### config.mk
export PLATFORM = sky130hd
export DESIGN_NAME = shbus_fabric
export DESIGN_NICKNAME = d
export VERILOG_FILES = /design/src/rtl/bus_pkg.sv /design/src/rtl/bus_arbiter.sv /design/src/rtl/bus_split_track.sv /design/src/rtl/bus_decoder.sv /design/src/rtl/shbus_fabric.sv
export SDC_FILE = /design/constraint.sdc
export NUM_CORES = 1
export LEC_CHECK = 0
export ABC_CLOCK_PERIOD_IN_PS = 2400
export BUFFER_PORTS_ARGS = -buffer_cell sky130_fd_sc_hd__buf_2
export CORE_AREA = 2 2 183 185
export CTS_BUF_LIST = sky130_fd_sc_hd__clkbuf_16
export CTS_CLUSTER_SIZE = 10
export DETAILED_ROUTE_END_ITERATION = 12
export DIE_AREA = 0 0 185 187
export GPL_ROUTABILITY_DRIVEN = 0
export GPL_TIMING_DRIVEN = 0
export PLACE_DENSITY_LB_ADDON = 0.05
export SLEW_MARGIN = 20
export SYNTH_ARGS = -nofsm -noshare
export SYNTH_HDL_FRONTEND = slang
export SYNTH_SLANG_ARGS = --single-unit
export TNS_END_PERCENT = 100
### constraint.sdc
create_clock -name clk -period 2.4 [get_ports clk]
set_input_delay 0.48 -clock clk [delete_from_list [all_inputs] [get_ports clk]]
set_output_delay 0.48 -clock clk [all_outputs]
set_load 0.01 [all_outputs]
### src/rtl/bus_pkg.sv
package bus_pkg;

    typedef enum logic [1:0] {
        RESP_OKAY  = 2'b00,
        RESP_ERROR = 2'b01,
        RESP_RETRY = 2'b10,
        RESP_SPLIT = 2'b11
    } resp_e;

    typedef enum logic [1:0] {
        TR_IDLE   = 2'b00,
        TR_BUSY   = 2'b01,
        TR_NONSEQ = 2'b10,
        TR_SEQ    = 2'b11
    } trans_e;

    // width of an index over n items, never below one bit
    function automatic int idx_w(input int n);
        return (n > 1) ? $clog2(n) : 1;
    endfunction

    // a transfer type carries data when its upper bit is set
    function automatic logic trans_active(input logic [1:0] t);
        return t[1];
    endfunction

endpackage

### src/rtl/bus_arbiter.sv
module bus_arbiter #(
    parameter int N_MST   = 3,
    parameter int DEF_MST = 0,
    localparam int MW     = bus_pkg::idx_w(N_MST)
) (
    input  logic             clk,
    input  logic             rst,
    input  logic [N_MST-1:0] req,
    input  logic [N_MST-1:0] mask,
    input  logic             advance,
    output logic [N_MST-1:0] grant,
    output logic [MW-1:0]    owner
);
    logic [N_MST-1:0] eligible;
    logic [MW-1:0]    pick;
    logic [N_MST-1:0] pick_oh;
    logic [N_MST-1:0] grant_q;
    logic [MW-1:0]    owner_q;

    assign eligible = req & ~mask;

    // lowest index wins; scan from the top so the last hit is the lowest
    always_comb begin
        pick = MW'(DEF_MST);
        for (int i = N_MST - 1; i >= 0; i--) begin
            if (eligible[i]) pick = MW'(i);
        end
    end

    always_comb begin
        pick_oh = '0;
        pick_oh[pick] = 1'b1;
    end

    always_ff @(posedge clk) begin
        if (rst) begin
            grant_q <= '0;
            grant_q[DEF_MST] <= 1'b1;
            owner_q <= MW'(DEF_MST);
        end else if (advance) begin
            grant_q <= pick_oh;
            owner_q <= pick;
        end
    end

    assign grant = grant_q;
    assign owner = owner_q;

    a_r5_hold_owner: assert property (@(posedge clk) disable iff (rst)
        !advance |=> $stable(owner_q) && $stable(grant_q));

    a_r3_top_priority: assert property (@(posedge clk) disable iff (rst)
        (advance && eligible[0]) |=> (owner_q == '0) && grant_q[0]);

    a_r4_default_master: assert property (@(posedge clk) disable iff (rst)
        (advance && (eligible == '0)) |=> (owner_q == MW'(DEF_MST)));

    a_r3_grant_onehot: assert property (@(posedge clk) disable iff (rst)
        $countones(grant_q) == 1);

endmodule

### src/rtl/bus_split_track.sv
module bus_split_track #(
    parameter int N_MST = 3,
    parameter int N_SLV = 4,
    localparam int MW   = bus_pkg::idx_w(N_MST)
) (
    input  logic                   clk,
    input  logic                   rst,
    input  logic                   split_hit,
    input  logic [MW-1:0]          split_mst,
    input  logic [N_SLV*N_MST-1:0] unsplit,
    output logic [N_MST-1:0]       mask_eff
);
    logic [N_MST-1:0] mask_q;
    logic [N_MST-1:0] set_vec;
    logic [N_MST-1:0] rel_vec;

    always_comb begin
        rel_vec = '0;
        for (int s = 0; s < N_SLV; s++) begin
            rel_vec = rel_vec | unsplit[s*N_MST +: N_MST];
        end
    end

    always_comb begin
        set_vec = '0;
        if (split_hit) set_vec[split_mst] = 1'b1;
    end

    always_ff @(posedge clk) begin
        if (rst) mask_q <= '0;
        else     mask_q <= (mask_q & ~rel_vec) | set_vec;
    end

    // a split seen this cycle already keeps the master out of this edge's decision
    assign mask_eff = mask_q | set_vec;

    a_r10_split_sets_mask: assert property (@(posedge clk) disable iff (rst)
        split_hit |=> mask_q[$past(split_mst)]);

    a_r10_mask_needs_release: assert property (@(posedge clk) disable iff (rst)
        (mask_q != '0 && rel_vec == '0) |=> ((mask_q & $past(mask_q)) == $past(mask_q)));

endmodule

### src/rtl/bus_decoder.sv
module bus_decoder #(
    parameter int N_SLV = 4,
    localparam int SW   = bus_pkg::idx_w(N_SLV)
) (
    input  logic [SW-1:0]    top_bits,
    input  logic             active,
    output logic [N_SLV-1:0] sel,
    output logic [SW-1:0]    idx,
    output logic             hit
);
    assign idx = top_bits;
    assign hit = active && (int'(top_bits) < N_SLV);

    always_comb begin
        sel = '0;
        for (int s = 0; s < N_SLV; s++) begin
            if (hit && (int'(top_bits) == s)) sel[s] = 1'b1;
        end
    end
endmodule

### src/rtl/shbus_fabric.sv
module shbus_fabric #(
    parameter int N_MST   = 3,
    parameter int N_SLV   = 4,
    parameter int AW      = 32,
    parameter int DW      = 32,
    parameter int DEF_MST = 0
) (
    input  logic                                clk,
    input  logic                                rst,
    input  logic [N_MST-1:0]                    m_req,
    input  logic [N_MST*AW-1:0]                 m_addr,
    input  logic [N_MST*2-1:0]                  m_trans,
    input  logic [N_MST-1:0]                    m_write,
    input  logic [N_MST*DW-1:0]                 m_wdata,
    input  logic [N_SLV*DW-1:0]                 s_rdata,
    input  logic [N_SLV-1:0]                    s_ready,
    input  logic [N_SLV*2-1:0]                  s_resp,
    input  logic [N_SLV*N_MST-1:0]              s_unsplit,
    output logic [N_MST-1:0]                    m_grant,
    output logic [bus_pkg::idx_w(N_MST)-1:0]    bus_owner,
    output logic                                hready,
    output logic [DW-1:0]                       m_rdata,
    output logic [1:0]                          m_resp,
    output logic [N_SLV-1:0]                    s_sel,
    output logic [AW-1:0]                       s_addr,
    output logic [1:0]                          s_trans,
    output logic                                s_write,
    output logic [DW-1:0]                       s_wdata
);
    import bus_pkg::*;

    localparam int MW = idx_w(N_MST);
    localparam int SW = idx_w(N_SLV);

    typedef struct packed {
        logic          active;
        logic [SW-1:0] slv;
        logic [MW-1:0] mst;
    } dphase_t;

    logic [AW-1:0] ma_arr [N_MST];
    logic [1:0]    mt_arr [N_MST];
    logic [DW-1:0] mw_arr [N_MST];
    logic [DW-1:0] rd_arr [N_SLV];
    logic [1:0]    rs_arr [N_SLV];

    for (genvar g = 0; g < N_MST; g++) begin : g_mst
        assign ma_arr[g] = m_addr[g*AW +: AW];
        assign mt_arr[g] = m_trans[g*2 +: 2];
        assign mw_arr[g] = m_wdata[g*DW +: DW];
    end

    for (genvar g = 0; g < N_SLV; g++) begin : g_slv
        assign rd_arr[g] = s_rdata[g*DW +: DW];
        assign rs_arr[g] = s_resp[g*2 +: 2];
    end

    logic [N_MST-1:0] grant_i;
    logic [MW-1:0]    owner_i;
    logic [N_MST-1:0] mask_i;
    logic             ready_i;
    logic [1:0]       resp_i;
    logic             split_hit;
    logic [AW-1:0]    a_addr;
    logic [1:0]       a_trans;
    logic             a_write;
    logic [N_SLV-1:0] sel_i;
    logic [SW-1:0]    dec_idx;
    logic             dec_hit;
    dphase_t          dp_q;

    // address-phase multiplexer, driven by the current owner
    assign a_addr  = ma_arr[owner_i];
    assign a_trans = mt_arr[owner_i];
    assign a_write = m_write[owner_i];

    bus_decoder #(.N_SLV(N_SLV)) u_dec (
        .top_bits (a_addr[AW-1 -: SW]),
        .active   (trans_active(a_trans)),
        .sel      (sel_i),
        .idx      (dec_idx),
        .hit      (dec_hit)
    );

    bus_arbiter #(.N_MST(N_MST), .DEF_MST(DEF_MST)) u_arb (
        .clk     (clk),
        .rst     (rst),
        .req     (m_req),
        .mask    (mask_i),
        .advance (ready_i),
        .grant   (grant_i),
        .owner   (owner_i)
    );

    // data-phase register: one transfer behind the address phase
    always_ff @(posedge clk) begin
        if (rst) begin
            dp_q <= '0;
        end else if (ready_i) begin
            dp_q.active <= dec_hit;
            dp_q.slv    <= dec_idx;
            dp_q.mst    <= owner_i;
        end
    end

    // return path from the data-phase slave
    assign ready_i   = dp_q.active ? s_ready[dp_q.slv] : 1'b1;
    assign resp_i    = dp_q.active ? rs_arr[dp_q.slv] : RESP_OKAY;
    assign split_hit = dp_q.active && (resp_i == RESP_SPLIT);

    bus_split_track #(.N_MST(N_MST), .N_SLV(N_SLV)) u_split (
        .clk       (clk),
        .rst       (rst),
        .split_hit (split_hit),
        .split_mst (dp_q.mst),
        .unsplit   (s_unsplit),
        .mask_eff  (mask_i)
    );

    // all outputs forced low during reset
    assign m_grant   = rst ? '0   : grant_i;
    assign bus_owner = rst ? '0   : owner_i;
    assign hready    = rst ? 1'b0 : ready_i;
    assign m_rdata   = rst ? '0   : rd_arr[dp_q.slv];
    assign m_resp    = rst ? '0   : resp_i;
    assign s_sel     = rst ? '0   : sel_i;
    assign s_addr    = rst ? '0   : a_addr;
    assign s_trans   = rst ? '0   : a_trans;
    assign s_write   = rst ? 1'b0 : a_write;
    assign s_wdata   = rst ? '0   : mw_arr[dp_q.mst];

    a_r2_single_select: assert property (@(posedge clk) disable iff (rst)
        $onehot0(sel_i));

    a_r7_dp_follows_owner: assert property (@(posedge clk) disable iff (rst)
        ready_i |=> (dp_q.mst == $past(owner_i)));

    a_r5_dp_held: assert property (@(posedge clk) disable iff (rst)
        !ready_i |=> $stable(dp_q));

    a_r8_idle_dp_ready: assert property (@(posedge clk) disable iff (rst)
        (ready_i && !dec_hit) |=> hready && (m_resp == RESP_OKAY));

endmodule

Yosys cells after proc, flatten, opt, wreduce, memory -nomap -nowiden
Index checks and enable logic that the tools add are counted.

Flip-flop bits (word level): 13. Output and inout bits: 111. Word-level logic and storage cells: 82. Input port bits: 358.

Reductions and logical operators: 8. Bitwise gates (word level): 12. Equal/unequal tests: 4. Magnitude comparators: 9. Multiplexer cells: 43.

Operators with widths (count): 32-bit 2-to-1 mux (9); 32-bit binary-select mux with 2-bit select (3); 2-bit 2-to-1 mux (11); 3-bit OR (5); 2-bit by 3-bit less-than comparator with 1-bit output, second input constant (4); 1-bit 2-to-1 mux (11); 3-bit greater-or-equal comparator, second input constant (3); 2-bit NOT with 3-bit output (3); 2-bit binary-select mux with 2-bit select (2); 1-bit logical AND (7); 3-bit AND (2); 2-bit == test, second input constant (3); 3-bit 2-to-1 mux (2); 3-bit NOT (2); 1-bit binary-select mux with 2-bit select (2); 1-bit demux with 2-bit select (2); 2-bit by 1-bit greater-or-equal comparator with 1-bit output, second input constant (2); 4-bit 2-to-1 mux (1); 2-bit by 1-bit == test with 1-bit output, second input constant (1); 2-bit logical NOT (1).

Longest topological paths before layout
Gate-level depths: netlist of the first run.

Depth after elaboration: 18. Gate-level depth with buffers: 7. Mapped depth without buffers: 5.

By module
Synthesis of the first run repeated with hierarchy kept, for this count alone.

Cell total of the unflattened synthesis: 464. Area, all modules: 3716.1 µm².

By module, submodules not included: shbus_fabric (sequential area each 100.1 µm², cells an instance 418, times used 1, area each 3258.1 µm²); bus_arbiter (sequential area each 100.1 µm², cells an instance 19, times used 1, area each 215.2 µm²); bus_split_track (sequential area each 60.1 µm², cells an instance 20, times used 1, area each 182.7 µm²); bus_decoder (sequential area each 0.0 µm², cells an instance 7, times used 1, area each 60.1 µm²).

Worst setup path after synthesis of the first run
Ideal clock, no wire load.

Path type: register to output. Start: register dp_q[2] (netlist name). End: output port m_rdata[22]. Data arrival time: 1.478 ns. Path buffers: 2. Setup slack: 0.442 ns. Stages on the path, launching flop included: 5. Required time: 1.920 ns. Path through: dfxtp_1 > buf_4 > buf_2 > mux4_2 > nor2b_1.

Word-level cells in the longest chain between the ends: 5.

RTL lines: start: declaration (RTL line shbus_fabric.sv:70) `dphase_t dp_q;`; 2-bit NOT with 3-bit output (implied by the code) (RTL line shbus_fabric.sv:124) `assign m_rdata = rst ? '0 : rd_arr[dp_q.slv];`; 32-bit binary-select mux with 2-bit select (RTL line shbus_fabric.sv:124); 32-bit 2-to-1 mux (implied by the code) (2 in a row) (RTL line shbus_fabric.sv:124); 32-bit 2-to-1 mux (RTL line shbus_fabric.sv:124); end: declaration (RTL line shbus_fabric.sv:22) `output logic [DW-1:0] m_rdata,`.

Every way passes these cells. The select of a mux whose other input is x is not followed.

Worst setup path after layout of the first run
Start: register dp_q[3] (netlist name). End: output port m_rdata[16].

Same word-level chain as after synthesis.

==> summary.md, run 1 <==
| Metric | Value |
|---|---|
| Fin Hold WS | 452 ps |
| PD cells | 288 mW/mm^2 |
| Ys Warns | 0 |
| Maximum vdd drop | 0.121 mV |
| Max-slew violations | 0 |
| Syn avg cell area | 7.28 um^2 |
| Post-Syn Nets | 817 |
| Residual DRC | 0 |
| Synth cell count leaders | nor2_1 (140), a21oi_1 (72), mux2i_1 (72) |
| Number of I/O pins | 469 |
| Layout Utilization | 0.196 |
| Die Span Y | 187 um |
| Vias/cell | 3.75 |
| CTS Sinks | 13 |
| Post-Syn Instances | 459 |
| Hold WC Path Type | flip-flop to flip-flop |
| Endpoints failing setup | 0 |
| DP HPWL | 19400 um |
| Post-route insts no fill | 1383 |
| Placed insts | 1375 |
| Total gr overflow | 0 |
| Crit share post-route | 0.948 |
| Vias in the first global route | 5291 |
| Worst Setup End Kind | output port |
| Sequential cell area fraction in the yosys report | 0.0779 |
| Clk buf depth | 2 |
| Crit start category | flip-flop |
| Gate power share | 0.694 |
| Die width | 185 um |
| Clock Skew | 2.69 ps |
| Finished Cell Area | 0.00645 mm^2 |
| CTS Root Cell | clkbuf_16 |
| Core ar. | 0.0329 mm^2 |
| # port buffers | 468 |
| Antenna-violating nets left | 0 |
| 1st-pass router iterations | 4 |
| Worst slew pin tran | 610 ps |
| Setup Slack @ Placement | -510 ps |
| Vias | 5183 |
| Critical path class | flip-flop to output port |
| Post-synth EDFFs | 0 |
| Async SR Flop Fraction | 0 |
| Final hold vios | 0 |
| Area growth syn-to-layout | 93.1% |
| CTS clk-pin slew, worst paths | 50 ps |
| Sequential power share | 0.129 |
| #FFs+latches synth | 13 |
| R2R Setup Slk | 580 ps |
| Initial DRC count | 107 |
| Max-Cap Viols | 0 |
| Switching share of power | 0.394 |
| Synth area leader | mux4_2 |
| Cell variety after synth | 32 |
| Peak Freq | 0.439 GHz |
| # rows | 67 |
| Int Pwr | 1.13 mW |
| LEAKAGE | 3.25 nW |
| CTS tree | built |
| Max transition margin | 0.594 |
| Area share of the largest cell type after synthesis | 0.223 |
| CP required | 1920 ps |
| GRT Overall Usage | 0.122 |
| Starting Density | 0.102 |
| Initial antenna violation count | 3 |
| Main flop type after synthesis | dfxtp_1 |
| Net Sw Power | 731 uW |
| Cell with the most instances after synthesis | nor2_1 |
| DR WL/cell | 16.2 um |
| RSZ-0062 raised after global routing | yes |
| Placed Area | 0.00624 mm^2 |
| Synth Cell Area | 0.00334 mm^2 |
| Final worst slack | 125 ps |
| Nets@finish | 1292 |
| Latest clock arrival within the worst-skew pair | 250 ps |
| Critical-path maximum fanout | 10 |
| First-pass GRT wire length | 31700 um |
| Max H-tree Level | 1 |
| Routed WL | 22400 um |
| Synth area leaders | mux4_2 (22%), mux2i_1 (22%), nor2_1 (16%) |
| Clock power share | 0.178 |
| Die area | 0.0346 mm^2 |
| Layout cells sized above 1 | 0.589 |
| Total CTS buffers | 3 |
| Largest net degree at the start of global routing | 11 |
| Status | finished clean |
| Arr. time, crit path | 1800 ps |
| Crit path time final | 2280 ps |
## cells by family (layout without fill, tap and decap cells)
family / Yosys count / count (layout) / synth area share
AND/OR/NAND/NOR: 211 / 211 / 0.284
AO/OA/AOI/OAI: 82 / 82 / 0.137
multiplexers: 105 / 105 / 0.438
other: 0 / 2 / 0
buffers and inverters: 48 / 522 / 0.0622
flip-flops: 13 / 13 / 0.0779
## power by group through the flow
stage | logic (mW) | registers [mW] | clock network (mW)
finish | 1.29 | 0.239 | 0.330
global route | 1.43 | 0.241 | 0.354
CTS | 1.31 | 0.239 | 0.337
detailed placement | 1.29 | 0.242 | 0
global placement | 1.31 | 0.242 | 0
floorplan | 0.681 | 0.239 | 0
## state kept, by name, indices dropped and copies added (netlist names)
| name | count |
|---|---|
| u_split.mask_q | 3 |
| dp_q | 5 |
| u_arb.grant | 3 |
| u_arb.owner | 2 |
## layout make-up
class	count	area (um^2)
repair buffers	470	2360
well taps	448	561
clock inverters	1	3.75
clock buffers	3	75.1
flip-flops and latches	13	262
plain buffers	44	280
diodes	2	5.00
multi-input cells	398	2890
inverters	4	15.0
fillers	3897	26400
## layer usage
| metal | wire length, um | vias to the layer above | track usage |
|---|---|---|---|
| li1 | - | 2572 | - |
| met1 | 7880 | 2337 | 0.122 |
| met2 | 12300 | 257 | 0.247 |
| met3 | 1880 | 17 | 0.0304 |
| met4 | 314 | 0 | 0.0232 |
| met5 | 0 | - | 0 |
## cells in the final DEF, fill, tap and decap left out, types with 2 or more instances in the layout
master     Yosys  layout
buf_2         13     478
nor2_1       140     139
mux2i_1       72      72
a21oi_1       72      71
nor2b_1       40      40
mux4_2        33      33
clkbuf_2       0      12
dfxtp_1       13      12
nand2_1        9       9
buf_4          3       7
clkbuf_4       0       6
clkbuf_1      22       6
nand2b_1       6       6
inv_1          4       5
nand3_1        3       3
nor4_1         3       3
clkbuf_16      0       3
diode_2        0       2
nor3b_1        2       2
nor3_1         2       2
buf_8          0       2
a22oi_1        2       2
## final timing paths
path / startpoint / endpoint / cells after the start
worst max-delay path: dp_q[3] / m_rdata[16] / 5
worst max register to register: dp_q[3] / u_arb.owner[1] / 5
worst min-delay path: u_split.mask_q[2] / u_split.mask_q[2] / 2
worst min register to register: u_split.mask_q[2] / u_split.mask_q[2] / 2
## worst max-delay path, stage by stage, from the launching register on
cell      delay (ps)
dfxtp_1          300
buf_2            260
clkbuf_2         340
mux4_2           350
nor2b_1          140
buf_2            150
## stage by stage
| stage | total power, mW | setup TNS, ps |
|---|---|---|
| 6_report | 1.86 | 0 |
| 5_1_grt | 2.03 | -2.99 |
| 4_1_cts | 1.89 | -2.30 |
| 3_5_place_dp | 1.53 | -26680 |
| 3_3_place_gp | 1.55 | -23050 |
| 2_1_floorplan | 0.920 | 0 |
## repair_timing
action / 4_1_cts / 5_1_grt
gates resized for setup: 25 / 37
pin swaps: 0 / 1
setup endpoints to repair: 101 / 81
buffers inserted: 0 / 2
hold buffers: 0 / 0
Note: power is estimated with default switching activity, not from simulation.
==> run 2, diff against run 1 <==
--- a/config.mk
+++ b/config.mk
@@ -7,6 +7,7 @@
 export LEC_CHECK = 0
 export ABC_CLOCK_PERIOD_IN_PS = 2400
 export BUFFER_PORTS_ARGS = -buffer_cell sky130_fd_sc_hd__buf_2
+export CAP_MARGIN = 20
 export CORE_AREA = 2 2 183 185
 export CTS_BUF_LIST = sky130_fd_sc_hd__clkbuf_16
 export CTS_CLUSTER_SIZE = 10
@@ -14,7 +15,7 @@
 export DIE_AREA = 0 0 185 187
 export GPL_ROUTABILITY_DRIVEN = 0
 export GPL_TIMING_DRIVEN = 0
-export PLACE_DENSITY_LB_ADDON = 0.05
+export PLACE_DENSITY = 0.46
 export SLEW_MARGIN = 20
 export SYNTH_ARGS = -nofsm -noshare
 export SYNTH_HDL_FRONTEND = slang
==> summary.md, run 2 (same netlist as run 1, synthesis figures left out) <==
| Metric | Value |
|---|---|
| Status | finished clean |
| Critical path class | flip-flop to output port |
| Antenna-violating nets left | 0 |
| Gate power share | 0.700 |
| Placed insts | 1375 |
| Met2 Use GR | 0.239 |
| Crit path cell chain | clkbuf_4, inv_1, nor2_4, clkbuf_4, a21oi_1, nor2_1, buf_2 |
| Clock Skew | 1.97 ps |
| Finished Cell Area | 0.00646 mm^2 |
| Max-slew violations | 0 |
| Most Used Layer, Global Route | met2 |
| Initial DRC count | 127 |
| Hold path depth | 2 |
| Clock power share | 0.172 |
| Slowest stage delay, CP | 300 ps |
| Commonest non-fill, non-tap cell in the layout | buf_2 |
| FILL cells | 3837 |
| Crit path time final | 2290 ps |
| First-pass GRT wire length | 31700 um |
| Placed Area | 0.00625 mm^2 |
| Buffers & Inverters on Critical Path | 4 |
| Final hold vios | 0 |
| Most frequent cells in the layout | buf_2 (477), nor2_1 (139), mux2i_1 (72) |
| Core ar. | 0.0329 mm^2 |
| 1st-pass router iterations | 4 |
| Peak Freq | 0.437 GHz |
| Total CTS buffers | 3 |
| Max reg flops | 5 |
| Hold worst-path end | u_split.mask_q[2] |
| Sequential power share | 0.127 |
| Met3 global-route usage | 0.0177 |
| Starting Density | 0.102 |
| Final worst slack | 110 ps |
| LEAKAGE | 3.25 nW |
| CTS Root Cell | clkbuf_16 |
| Maximum vdd drop | 0.144 mV |
| Total gr overflow | 0 |
| GRT Overall Usage | 0.123 |
| Largest Register | dp_q |
| Max transition margin | 0.543 |
| DR WL/cell | 16.1 um |
| Arr. time, crit path | 1810 ps |
| Reg-to-reg endpoint | u_arb.grant[1] |
| Setup TNS | 0 ps |
| Met1 Usage GRT | 0.134 |
| Max-Cap Viols | 0 |
| Die area | 0.0346 mm^2 |
| Hold WC Path Type | flip-flop to flip-flop |
| Vias | 5345 |
| Clk buf depth | 2 |
| CTS tree | built |
| # port buffers | 468 |
| Layout Utilization | 0.197 |
| Slowest CP cell | dfxtp_1 |
| # rows | 67 |
| Routed WL | 22300 um |
| Crit start category | flip-flop |
| Post-route insts no fill | 1384 |
| Residual DRC | 0 |
| Worst-case reg-to-reg path depth | 5 |
| Worst slew pin tran | 686 ps |
| Die width | 185 um |
| CP required | 1920 ps |
| Setup Slack @ Placement | -618 ps |
| Die Span Y | 187 um |
| Int Pwr | 1.13 mW |
| Initial antenna violation count | 2 |
| Max H-tree Level | 1 |
| Latest clock arrival within the worst-skew pair | 250 ps |
| Worst Setup End Kind | output port |
| Switching share of power | 0.401 |
| RSZ-0062 raised after global routing | yes |
| Critical-path maximum fanout | 10 |
| Largest net degree at the start of global routing | 11 |
| Power, Total | 1.88 mW |
| Nets@finish | 1294 |
| HP Start | u_split.mask_q[2] |
| RR Startpoint | dp_q[3] |
| DP HPWL | 19400 um |
| Fin Hold WS | 458 ps |
| Crit share post-route | 0.954 |
| PD cells | 292 mW/mm^2 |
| Vias in the first global route | 5509 |
| CTS Sinks | 13 |
| Area growth syn-to-layout | 93.5% |
| Net Sw Power | 755 uW |
| Number of I/O pins | 469 |
| Endpoints failing setup | 0 |
| R2R Setup Slk | 540 ps |
| Vias/cell | 3.86 |
| Hold buffers post-CTS | 0 |
| CTS clk-pin slew, worst paths | 50 ps |
| Layout cells sized above 1 | 0.586 |
| Cell mode on critical path | clkbuf_4 |
| Crit path max-delay family | buffers and inverters |
## run 2: cell count changes in the layout (fill, tap and decap cells not counted)
cell      change
clkbuf_2      -5
clkbuf_1      +4
buf_4         +2
clkbuf_4      +2
buf_2         -1
diode_2       -1
## run 2: area by class of cell
type / count / area [um^2] / share of cell area
plain buffers: 44 / 280 / 0.0434
well taps: 448 / 561 / 0.0868
repair buffers: 472 / 2370 / 0.367
flip-flops and latches: 13 / 262 / 0.0405
multi-input cells: 398 / 2890 / 0.447
inverters: 4 / 15.0 / 0.00232
clock inverters: 1 / 3.75 / 0.000581
diodes: 1 / 2.50 / 0.000387
clock buffers: 3 / 75.1 / 0.0116
## run 2: power by group through the flow
stage	Combinational, mW	Clock, mW	Sequential (mW)
after floorplan	0.681	0	0.239
after global placement	1.29	0	0.243
after detailed placement	1.30	0	0.243
after CTS	1.34	0.342	0.240
after global routing	1.45	0.348	0.242
final	1.32	0.325	0.240
## run 2: metal layers
| metal | routed length, um | vias to the layer above | part of all wire |
|---|---|---|---|
| met3 | 1410 | 26 | 0.063 |
| met1 | 8560 | 2468 | 0.38 |
| li1 | - | 2574 | - |
| met5 | 13 | - | 0.00058 |
| met4 | 555 | 2 | 0.025 |
| met2 | 11800 | 275 | 0.53 |
## run 2: repair_timing
action / in CTS / in global routing
gates cloned: 0 / 0
endpoints found under the hold margin: 0 / 0
endpoints found under the setup margin: 101 / 71
pin swaps: 1 / 1
gates resized for setup: 30 / 22
buffers inserted: 4 / 0
## run 2: worst max path at each step
stage             from  cells after the start     endpoint
2_1_floorplan  dp_q[2]                      4  m_rdata[22]
3_3_place_gp       rst                      5  s_wdata[31]
3_5_place_dp       rst                      5   s_addr[31]
4_1_cts        dp_q[2]                      5  m_rdata[19]
5_1_grt        dp_q[0]                      7   s_wdata[6]
6_report       dp_q[0]                      7   s_wdata[6]
## run 2: tightest hold or removal path: cells and delay by family, from the launching register on
family | cells | cell delay, ps
and+or+nand+nor | 1 | 50
AOI/OAI and AO/OA | 1 | 50
DFF | 1 | 300
==> run 3, diff against run 2 <==
==> constraint.sdc (replaced) <==
create_clock -name clk -period 2.4 [get_ports clk]
set_input_delay 0.48 -clock clk [delete_from_list [all_inputs] [get_ports clk]]
set_output_delay 0.48 -clock clk [all_outputs]
set_load 0.005 [all_outputs]
==> summary.md, run 3 (same netlist as run 1, synthesis figures left out) <==
| Metric | Value |
|---|---|
| PD cells | 282 mW/mm^2 |
| Vias | 5329 |
| Worst slew pin tran | 686 ps |
| Crit path cell chain | buf_12, buf_6, mux4_2, nor2b_1, buf_2 |
| Max transition margin | 0.543 |
| Critical path class | flip-flop to output port |
| DP HPWL | 19400 um |
| Setup Slack @ Placement | -606 ps |
| GRT Overall Usage | 0.123 |
| Commonest non-fill, non-tap cell in the layout | buf_2 |
| Starting Density | 0.102 |
| Routed WL | 22300 um |
| Slowest CP cell | mux4_2 |
| Fin Hold WS | 458 ps |
| Max-slew violations | 0 |
| Buffers & Inverters on Critical Path | 3 |
| CP required | 1920 ps |
| RSZ-0062 raised after global routing | no |
| CTS clk-pin slew, worst paths | 50 ps |
| Register Area | 262 um^2 |
| Max reg flops | 5 |
| Initial DRC count | 152 |
| Hold buffers post-CTS | 0 |
| Largest net degree at the start of global routing | 11 |
| Maximum vdd drop | 0.144 mV |
| Antenna-violating nets left | 0 |
| Die Span Y | 187 um |
| Residual DRC | 0 |
| CTS Sinks | 13 |
| Number of I/O pins | 469 |
| FILL cells | 3838 |
| Status | finished clean |
| Clk buf depth | 2 |
| Final hold vios | 0 |
| Vias/cell | 3.85 |
| Die width | 185 um |
| Latest clock arrival within the worst-skew pair | 250 ps |
| Crit start category | flip-flop |
| Finished Cell Area | 0.00646 mm^2 |
| Clock Skew | 2.46 ps |
| Peak Freq | 0.438 GHz |
| CTS tree | built |
| Crit path time final | 2280 ps |
| Placed insts | 1375 |
| CTS Root Cell | clkbuf_16 |
| Total CTS buffers | 3 |
| 1st-pass router iterations | 4 |
| Hold WC Path Type | flip-flop to flip-flop |
| # port buffers | 468 |
| Final worst slack | 116 ps |
| # rows | 67 |
| Slowest stage delay, CP | 500 ps |
| Layout cells sized above 1 | 0.585 |
| LEAKAGE | 3.24 nW |
| Endpoints failing setup | 0 |
| Worst Setup End Kind | output port |
| Multi-input gate area | 0.00289 mm^2 |
| DR WL/cell | 16.1 um |
| Nets@finish | 1294 |
| Area growth syn-to-layout | 93.5% |
| Placed Area | 0.00625 mm^2 |
| Max H-tree Level | 1 |
| First-pass GRT wire length | 31700 um |
| Core ar. | 0.0329 mm^2 |
| Initial antenna violation count | 2 |
| Crit path max-delay family | buffers and inverters |
| Critical-path maximum fanout | 10 |
| Max-Cap Viols | 0 |
| Die area | 0.0346 mm^2 |
| Largest Register | dp_q |
| R2R Setup Slk | 480 ps |
| Power, Total | 1.82 mW |
| Crit share post-route | 0.952 |
| Post-route insts no fill | 1384 |
| Arr. time, crit path | 1800 ps |
| Total gr overflow | 0 |
| Vias in the first global route | 5509 |
| Most frequent cells in the layout | buf_2 (478), nor2_1 (139), mux2i_1 (72) |
==> run 3: cell count changes in the layout (fill, tap and decap cells not counted), sizes merged <==
cell,delta
buf,+2
clkbuf,-2
==> run 3: path summary, 6_finish.rpt <==
kind,from,to,depth (start not counted)
min reg2reg,u_split.mask_q[2],u_split.mask_q[2],2
min,u_split.mask_q[2],u_split.mask_q[2],2
max,dp_q[2],m_rdata[22],5
max reg2reg,dp_q[3],u_arb.grant[1],5
==> run 3: metal layers <==
metal  up-vias  part of all wire  GRT usage
met5         -           0.00058          0
met4         2             0.024     0.0375
met3        24             0.065     0.0177
met2       273              0.53      0.239
met1      2457              0.38      0.134
li1       2573                 -          -
==> run 3: report_power, final <==
part	switching [mW]	internal [mW]	leakage (nW)
Sequential	0.00911	0.230	0.107
Combinational	0.581	0.675	3.10
Clock	0.103	0.221	0.0423
==> run 3: what timing repair did <==
action / 4_1_cts / 5_1_grt
resized for setup: 26 / 27
pin swaps: 1 / 1
setup buffers: 4 / 0
setup endpoints to repair: 101 / 74
==> run 3: worst min-delay path: cells and delay by family, from the launching register on <==
family	cells	cell delay (ps)
AOI/OAI and AO/OA	1	50
DFF	1	300
and+or+nand+nor	1	50
==> run 3: metrics by stage <==
| stage | setup TNS, ps | utilization |
|---|---|---|
| after global routing | 0 | 0.197 |
| after floorplan | 0 | - |
| after CTS | -1.23 | 0.195 |
| after global placement | -30890 | 0.190 |
| after detailed placement | -32740 | 0.190 |
| final | 0 | 0.197 |
==> run 3: layout make-up <==
class	count	share of cell area
antenna	1	0.000387
buffer	44	0.0434
clock buffer	3	0.0116
clock inverter	1	0.000581
inverter	4	0.00232
multi-input combinational	398	0.447
sequential	13	0.0405
tap	448	0.0868
timing repair buffer	472	0.367
